===== config.mk =====
export PLATFORM = sky130hd
export DESIGN_NAME = intc_top
export DESIGN_NICKNAME = d
export VERILOG_FILES = /design/src/rtl/intc_pkg.sv /design/src/rtl/intc_decode.sv /design/src/rtl/intc_bank.sv /design/src/rtl/intc_highest.sv /design/src/rtl/intc_top.sv
export SDC_FILE = /design/constraint.sdc
export NUM_CORES = 1
export LEC_CHECK = 0
export ABC_AREA = 1
export BUFFER_PORTS_ARGS = -buffer_cell sky130_fd_sc_hd__buf_4
export CORE_AREA = 4 4 153 155
export CTS_BUF_LIST = sky130_fd_sc_hd__clkbuf_16
export DETAILED_ROUTE_END_ITERATION = 8
export DIE_AREA = 0 0 157 159
export PLACE_DENSITY = 0.76
export SLEW_MARGIN = 0
export SYNTH_ARGS = -nofsm -noshare
export SYNTH_HDL_FRONTEND = slang
export SYNTH_SLANG_ARGS = --single-unit

===== constraint.sdc =====
create_clock -name clk -period 3.7 [get_ports clk]
set_input_delay 0.555 -clock clk [delete_from_list [all_inputs] [get_ports clk]]
set_output_delay 0.555 -clock clk [all_outputs]
set_load 0.03 [all_outputs]

===== src/rtl/intc_pkg.sv =====
package intc_pkg;

    localparam int SRC_PER_BANK = 32;
    localparam int NUM_BANKS    = 2;
    localparam int NUM_SRC      = SRC_PER_BANK * NUM_BANKS;
    localparam int ID_W         = $clog2(NUM_SRC);
    localparam int ADDR_W       = 6;
    localparam int DATA_W       = SRC_PER_BANK;
    localparam int BANK0_BASE   = 32;
    localparam int BANK_STRIDE  = 16;

    typedef enum logic [1:0] {
        REG_EVENT  = 2'd0,
        REG_ENABLE = 2'd1,
        REG_ACK    = 2'd2,
        REG_LEVEL  = 2'd3
    } reg_sel_e;

    typedef struct packed {
        logic     hit;
        logic     we;
        reg_sel_e sel;
    } bank_req_t;

    function automatic logic [ADDR_W-1:0] bank_base(input int b);
        return ADDR_W'(BANK0_BASE - BANK_STRIDE * b);
    endfunction

endpackage


===== src/rtl/intc_decode.sv =====
module intc_decode
    import intc_pkg::*;
(
    input  logic [ADDR_W-1:0]               addr,
    input  logic                            wr,
    output bank_req_t [NUM_BANKS-1:0]       req
);
    localparam int OFS_W = 4;

    for (genvar b = 0; b < NUM_BANKS; b++) begin : g_bank
        localparam logic [ADDR_W-1:0] BASE = bank_base(b);
        always_comb begin
            req[b].hit = (addr[ADDR_W-1:OFS_W] == BASE[ADDR_W-1:OFS_W]);
            req[b].we  = wr;
            req[b].sel = reg_sel_e'(addr[OFS_W-1:2]);
        end
    end
endmodule


===== src/rtl/intc_bank.sv =====
module intc_bank
    import intc_pkg::*;
#(
    parameter int W = SRC_PER_BANK
) (
    input  logic          clk,
    input  logic          rst,
    input  logic [W-1:0]  src,
    input  bank_req_t     req,
    input  logic [W-1:0]  wdata,
    output logic [W-1:0]  rdata,
    output logic [W-1:0]  ev,
    output logic [W-1:0]  en,
    output logic [W-1:0]  lvl,
    output logic [W-1:0]  pend
);
    logic [W-1:0] ev_q, en_q, lvl_q, arm_q;
    logic [W-1:0] rise, cap, ack_m, en_n, ev_n, arm_n;
    logic         wr_en, wr_ack;

    always_comb begin
        wr_en  = req.hit && req.we && (req.sel == REG_ENABLE);
        wr_ack = req.hit && req.we && (req.sel == REG_ACK);
        rise   = src & ~lvl_q;
        cap    = rise & en_q;
        ack_m  = wr_ack ? wdata : '0;
        en_n   = wr_en ? wdata : en_q;
        ev_n   = (ev_q & ~ack_m) | cap;
        arm_n  = src & en_n & (arm_q | cap);
    end

    always_ff @(posedge clk) begin
        if (rst) begin
            ev_q  <= '0;
            en_q  <= '0;
            lvl_q <= '0;
            arm_q <= '0;
        end else begin
            ev_q  <= ev_n;
            en_q  <= en_n;
            lvl_q <= src;
            arm_q <= arm_n;
        end
    end

    always_comb begin
        rdata = '0;
        if (req.hit) begin
            unique case (req.sel)
                REG_EVENT:  rdata = ev_q;
                REG_ENABLE: rdata = en_q;
                REG_ACK:    rdata = '0;
                REG_LEVEL:  rdata = lvl_q;
            endcase
        end
    end

    assign ev   = ev_q;
    assign en   = en_q;
    assign lvl  = lvl_q;
    assign pend = (ev_q | arm_q) & en_q;
endmodule


===== src/rtl/intc_highest.sv =====
module intc_highest #(
    parameter int N    = 64,
    parameter int ID_W = $clog2(N)
) (
    input  logic [N-1:0]    pend,
    output logic            valid,
    output logic [ID_W-1:0] id
);
    always_comb begin
        valid = 1'b0;
        id    = '0;
        for (int i = 0; i < N; i++) begin
            if (pend[i]) begin
                valid = 1'b1;
                id    = ID_W'(i);
            end
        end
    end
endmodule


===== src/rtl/intc_top.sv =====
module intc_top
    import intc_pkg::*;
(
    input  logic              clk,
    input  logic              rst,
    input  logic [NUM_SRC-1:0] src_i,
    input  logic [ADDR_W-1:0] bus_addr,
    input  logic              bus_wr,
    input  logic [DATA_W-1:0] bus_wdata,
    output logic [DATA_W-1:0] bus_rdata,
    output logic              irq_o,
    output logic              pend_valid_o,
    output logic [ID_W-1:0]   pend_id_o
);
    bank_req_t [NUM_BANKS-1:0] req;
    logic [NUM_BANKS-1:0][DATA_W-1:0] bank_rd;
    logic [NUM_SRC-1:0] ev_all, en_all, lvl_all, pend_all;

    intc_decode u_dec (
        .addr (bus_addr),
        .wr   (bus_wr),
        .req  (req)
    );

    for (genvar b = 0; b < NUM_BANKS; b++) begin : g_bank
        intc_bank #(.W(SRC_PER_BANK)) u_bank (
            .clk   (clk),
            .rst   (rst),
            .src   (src_i[b*SRC_PER_BANK +: SRC_PER_BANK]),
            .req   (req[b]),
            .wdata (bus_wdata),
            .rdata (bank_rd[b]),
            .ev    (ev_all[b*SRC_PER_BANK +: SRC_PER_BANK]),
            .en    (en_all[b*SRC_PER_BANK +: SRC_PER_BANK]),
            .lvl   (lvl_all[b*SRC_PER_BANK +: SRC_PER_BANK]),
            .pend  (pend_all[b*SRC_PER_BANK +: SRC_PER_BANK])
        );
    end

    always_comb begin
        bus_rdata = '0;
        for (int b = 0; b < NUM_BANKS; b++) bus_rdata |= bank_rd[b];
    end

    assign irq_o = |pend_all;

    intc_highest #(.N(NUM_SRC), .ID_W(ID_W)) u_hi (
        .pend  (pend_all),
        .valid (pend_valid_o),
        .id    (pend_id_o)
    );
endmodule


# Yosys cells after proc, flatten, opt, wreduce, memory -nomap -nowiden
# Index checks and enable logic that the tools add are counted.
# W data, S select, Z words.
dict set report totals {
  ff_bits 256
  latch_bits 0
  ramBits 0
  mem_bits_ro 0
  inputBits 105
  out_inout_bits 40
  elab_cells 179
  mem_count 0
}
dict set report op_classes {
  addsub 0
  mul 0
  n_div 0
  magnitude_cmp 0
  n_eq_ne 5
  shift 0
  n_mux 135
  bitwise 23
  n_reduce_logical 8
}
# cell n
set op_table {}
lappend op_table {{$and A32 B32 Y32} 12}
lappend op_table {{$pmux W32 S4} 2}
lappend op_table {{$or A32 B32 Y32} 7}
lappend op_table {{$mux W32} 6}
lappend op_table {{$mux W6} 32}
lappend op_table {{$not A32 Y32} 4}
lappend op_table {{$mux W5} 16}
lappend op_table {{$mux W1} 65}
lappend op_table {{$reduce_or A64 Y1} 1}
lappend op_table {{$mux W4} 8}
lappend op_table {{$mux W3} 4}
lappend op_table {{$eq A2 B2 Y1 const B} 3}
lappend op_table {{$logic_and A1 B1 Y1} 6}
lappend op_table {{$eq A2 B1 Y1 const B} 2}
lappend op_table {{$mux W2} 2}
lappend op_table {{$logic_not A2 Y1} 1}

# Longest topological paths before layout
dict set report logic_depth {
  depth_word 66
  ltp_mapped 64
  depth_no_buf 64
}

# Modules after synthesis
# From an unflattened synthesis, not the netlist that was laid out.
dict set report hier_totals {
  cells_unflattened 2084
  hier_area_um2 12878.6
}
# mod instances cells_each area_each_um2 seq_area_each_um2
set by_module_without_submodules {}
lappend by_module_without_submodules {intc_bank 2 877 5685.5 2562.5}
lappend by_module_without_submodules {intc_highest 1 225 1011.0 0.0}
lappend by_module_without_submodules {intc_top 1 95 436.7 0.0}
lappend by_module_without_submodules {intc_decode 1 10 60.1 0.0}

# Worst setup path after synthesis
# OpenSTA, ideal clock, no wires.
dict set report synth_timing {
  kind {reg-to-output}
  start {register g_bank[0].u_bank.arm_q[2]}
  end {output pend_id_o[0]}
  arrival_time_ns 3.407
  path_slack_ns -0.262
  stages_incl_launch_ff 64
  path_buffers 0
  cell_sequence {dfxtp_1 o21ai_2 nand2_1 nand2_1 nand2_1 nand2_1 nand2_1 nand2_1 nand2_1 nand2_1 nand2_1 nand2_1 nand2_1 nand2_1 nand2_1 nand2_1 nand2_1 nand2_1 (+28 left out) nand2_1 nand2_1 nand2_1 nand2_1 nand2_1 nand2_1 nand2_1 nand2_1 nand2_1 nand2_1 nand2_1 nand2_1 nand2_1 nand2_1 nand2_1 nand2_1 nand2_1 nand2_1}
}
dict set report synth_between {
  elab_chain_cells 64
}
# element line_no
set synth_lines {}
lappend synth_lines {{from (decl)} intc_bank.sv:17} ;# logic [W-1:0] ev_q, en_q, lvl_q, arm_q;
lappend synth_lines {{from (signal assigned)} intc_bank.sv:42} ;# arm_q <= arm_n;
lappend synth_lines {{$or A32 B32 Y32} intc_bank.sv:61} ;# assign pend = (ev_q | arm_q) & en_q;
lappend synth_lines {{$and A32 B32 Y32} intc_bank.sv:61}
lappend synth_lines {{$mux W2 (2 in series)} intc_highest.sv:13} ;# if (pend[i]) begin
lappend synth_lines {{$mux W3 (4 in series)} intc_highest.sv:13}
lappend synth_lines {{$mux W4 (8 in series)} intc_highest.sv:13}
lappend synth_lines {{$mux W5 (16 in series)} intc_highest.sv:13}
lappend synth_lines {{$mux W6 (32 in series)} intc_highest.sv:13}
lappend synth_lines {{to (decl)} intc_top.sv:13} ;# output logic [ID_W-1:0] pend_id_o
# Every way passes these cells.

# Worst setup path after layout
# Ends and elaborated chain as after synthesis.

==> results.md <==
* Outcome: complete, but fails checks
* Violated checks: setup timing
* CTS max path bufs at 3
* Area of the multi-input gates at 5154 um2
* Largest net degree at the start of global routing at 95
* Cts hold-fix bufs at 0
* Final Net Count at 1890
* CP max stage cell: dfxtp_2
* Placement Cell Area at ~13000 um2
* Share of cells above drive strength 1 at 0.1784
* Area share of the largest cell type after synthesis at 0.4505
* Seq/Total Area, Yosys at 0.4505
* First-pass GRT wire length at 53970 um
* Storage cell area at 5135 um2
* Final hold vios at 0
* Total Wirelength at 34760 um
* Yosys warns at 0
* GRT Residual Overflow at 0
* Crit path launch type: register
* Tcrit/Tclk final at 1.440
* P&R area growth vs syn at 25.17%
* Post-route cell area at approximately 14000 um2
* Max-Cap Viols at 0
* Mapped Area at between 10000 and 15000 um2
* Ports at approximately 150
* Max Clock Skew at 5.275 ps
* Mean routed wirelength per cell at about 17 um
* Post-route DRC at 0
* Cell with the most instances after synthesis: nand2_1
* Top post-synthesis cells by count: 260 x nand2_1, 256 x dfxtp_1, 228 x inv_1
* Number of synthesized flops with an enable pin at 0
* Number of synthesized register bits at roughly 260
* Worst EP required at 3140 ps
* Die area at 24960 um2
* Share of synthesized registers carrying an async set or reset at 0
* DR vias/cell at 5.510
* Post-DRT Antenna Nets at 0
* Slew headroom at 0.4353
* Clk sinks at 256
* Lkg Pwr at 6.085 nW
* Slew @ Worst Pin at 841.9 ps
* Clock slew at reported path FFs at about 60 ps
* Shortest period the worst path allows at 5327 ps
* Die height at 159 um
* Via count at around 11000
* Setup ws final at -1627 ps
* Gp weighted congestion at 0.8744
* Die width at 157 um
* Biggest cell delay along the critical path at roughly 320 ps
* Worst hold path type: in2reg
* CP delay by family, top: simple AND/OR/NAND/NOR gates
* Maximum clock frequency at 0.1877 GHz
* Crit path buf inv count at 1
* RSZ-0062 raised after global routing: true
* Critical path class: reg2out
* Clk Tree Root Cell: clkbuf_16
* 1st-pass router iterations at 5
* Core ar. at 21820 um2
* Yosys cell types at 26
* FP Rows at 54
* Layout Utilization at 0.6526
* Area leader, netlist: dfxtp_1
* Worst Path Arrival at 4770 ps
* Clock buffer count from CTS at 28
* Most frequent CP cell: nand2_1
* Critical Path Fanout Max at 2
* Main flop type after synthesis: dfxtp_1
* Port Buffers at 142
* Violation count after the first detailed-route iteration at 842
* Tot GR Track Use at 0.2662
* Total inserted antenna cells at 0
* Clock H-tree levels at 1
* Initial antenna violation count at 0
* Synth area leaders: dfxtp_1 45%, nand2_1 8.6%, inv_1 7.5%
* Synth Instances at 1605
* Power Dens Cells at 440.0 nW/um2
* Clk_lat worst skew at 540 ps
* Initial cell density of the core at 0.5213
* Syn nets at 1710
* Vias in the first global route at between 10000 and 15000
* CTS tree: yes
* Setup violations, final at 2
* CP Capture Type: output pin
* Mapped Avg Cell Area at 7.089 um2
* Filler cells at 1867
* Max Slew Vio Count at 0
* Worst VDD drop at 0.3625 mV
* HPWL Detailed at around 24000 um
-- layout by cell type (no fill, tap or decap), types with 2 or more instances in the layout --
cell type and instances:
inv_1 232, a31oi_1 3, nor2_2 5, o21ai_4 6
o31ai_1 22, nor3_1 69, o21bai_1 4, clkinv_2 7
a22o_1 8, nand2_2 3, buf_6 2, nor2_1 183
o21ai_1 92, o211ai_1 37, dfxtp_2 8, buf_4 222
nand2_1 254, clkbuf_16 29, o21ai_2 19, nand2_4 3
a2111oi_0 29, o21ai_0 89, bufinv_16 6, nand4_1 4
clkinv_1 6, nand3_1 64, dfxtp_1 248, buf_12 3
inv_2 5, a21oi_1 135
-- per-stage QoR --
stage                     TNS [ps]  cells  setup slack, ps  power (mW)  hold WS (ps)
after CTS                    -1945   2082            -1632       6.288         228.9
after global routing         -3151   2085            -2280       6.454         242.4
after detailed placement     -1052   2031            -1052       3.379         460.6
final                        -2094   2085            -1627       6.267         240.0
after floorplan             -186.5   1605           -186.5       3.142         440.6
after global placement       -1059   2031            -1059       3.372         450.9
-- cells by family after synthesis --
kind of cell	after synthesis	share of synthesized area
AOI/OAI and AO/OA	448	0.2362
buffers and inverters	312	0.1029
DFF	256	0.4505
and+or+nand+nor	589	0.2104
-- flip-flops by register name (all words and copies together) (netlist names) --
name,flops
g_bank.u_bank.lvl,64
g_bank.u_bank.arm_q,64
g_bank.u_bank.en,64
g_bank.u_bank.ev,64
-- area by class of cell --
cell class,count,share of cell area
clock buffers,29,0.05096
clock inverters,21,0.01722
inverters,235,0.06194
multi-input cells,1037,0.3619
flip-flops and latches,256,0.3606
well taps,280,0.02460
repair buffers,227,0.1228
-- final timing paths --
kind / depth (start not counted) / slack, ps / to / from
setup reg to reg: 3 / 2570 / g_bank[0].u_bank.arm_q[3]$_SDFF_PP0_ / g_bank[0].u_bank.en[3]$_SDFF_PP0_
setup / recovery: 64 / -1630 / pend_id_o[0] / g_bank[0].u_bank.arm_q[2]$_SDFF_PP0_
hold reg to reg: 2 / 470 / g_bank[0].u_bank.arm_q[31]$_SDFF_PP0_ / g_bank[0].u_bank.arm_q[31]$_SDFF_PP0_
hold / removal: 3 / 240 / g_bank[1].u_bank.lvl[27]$_SDFF_PP0_ / src_i[59]
-- where the power goes --
part / internal (mW) / leakage, nW / switching (mW) / total (mW)
sequential: 2.82 / 2.09 / 0.0299 / 2.85
clock: 1.82 / 0.497 / 1.11 / 2.94
combinational: 0.170 / 3.50 / 0.313 / 0.483
-- repair_timing --
action                                 CTS  global route
resized for setup                        9            11
pin swaps                                8            28
endpoints found under the hold margin    0             0
cloned                                   0             0
setup endpoints to repair                2             2
buffers inserted                         1             5
-- per-layer routing --
layer	wire length [um]	global-route usage
met5	0	0
met4	1209	0.09034
met3	3162	0.04132
met2	16220	0.4407
met1	14170	0.3540
-- tightest hold or removal path, stage by stage --
cell,delay [ps]
buf_4,80
inv_1,40
nor2_1,70
(Power assumes the default switching activity.)
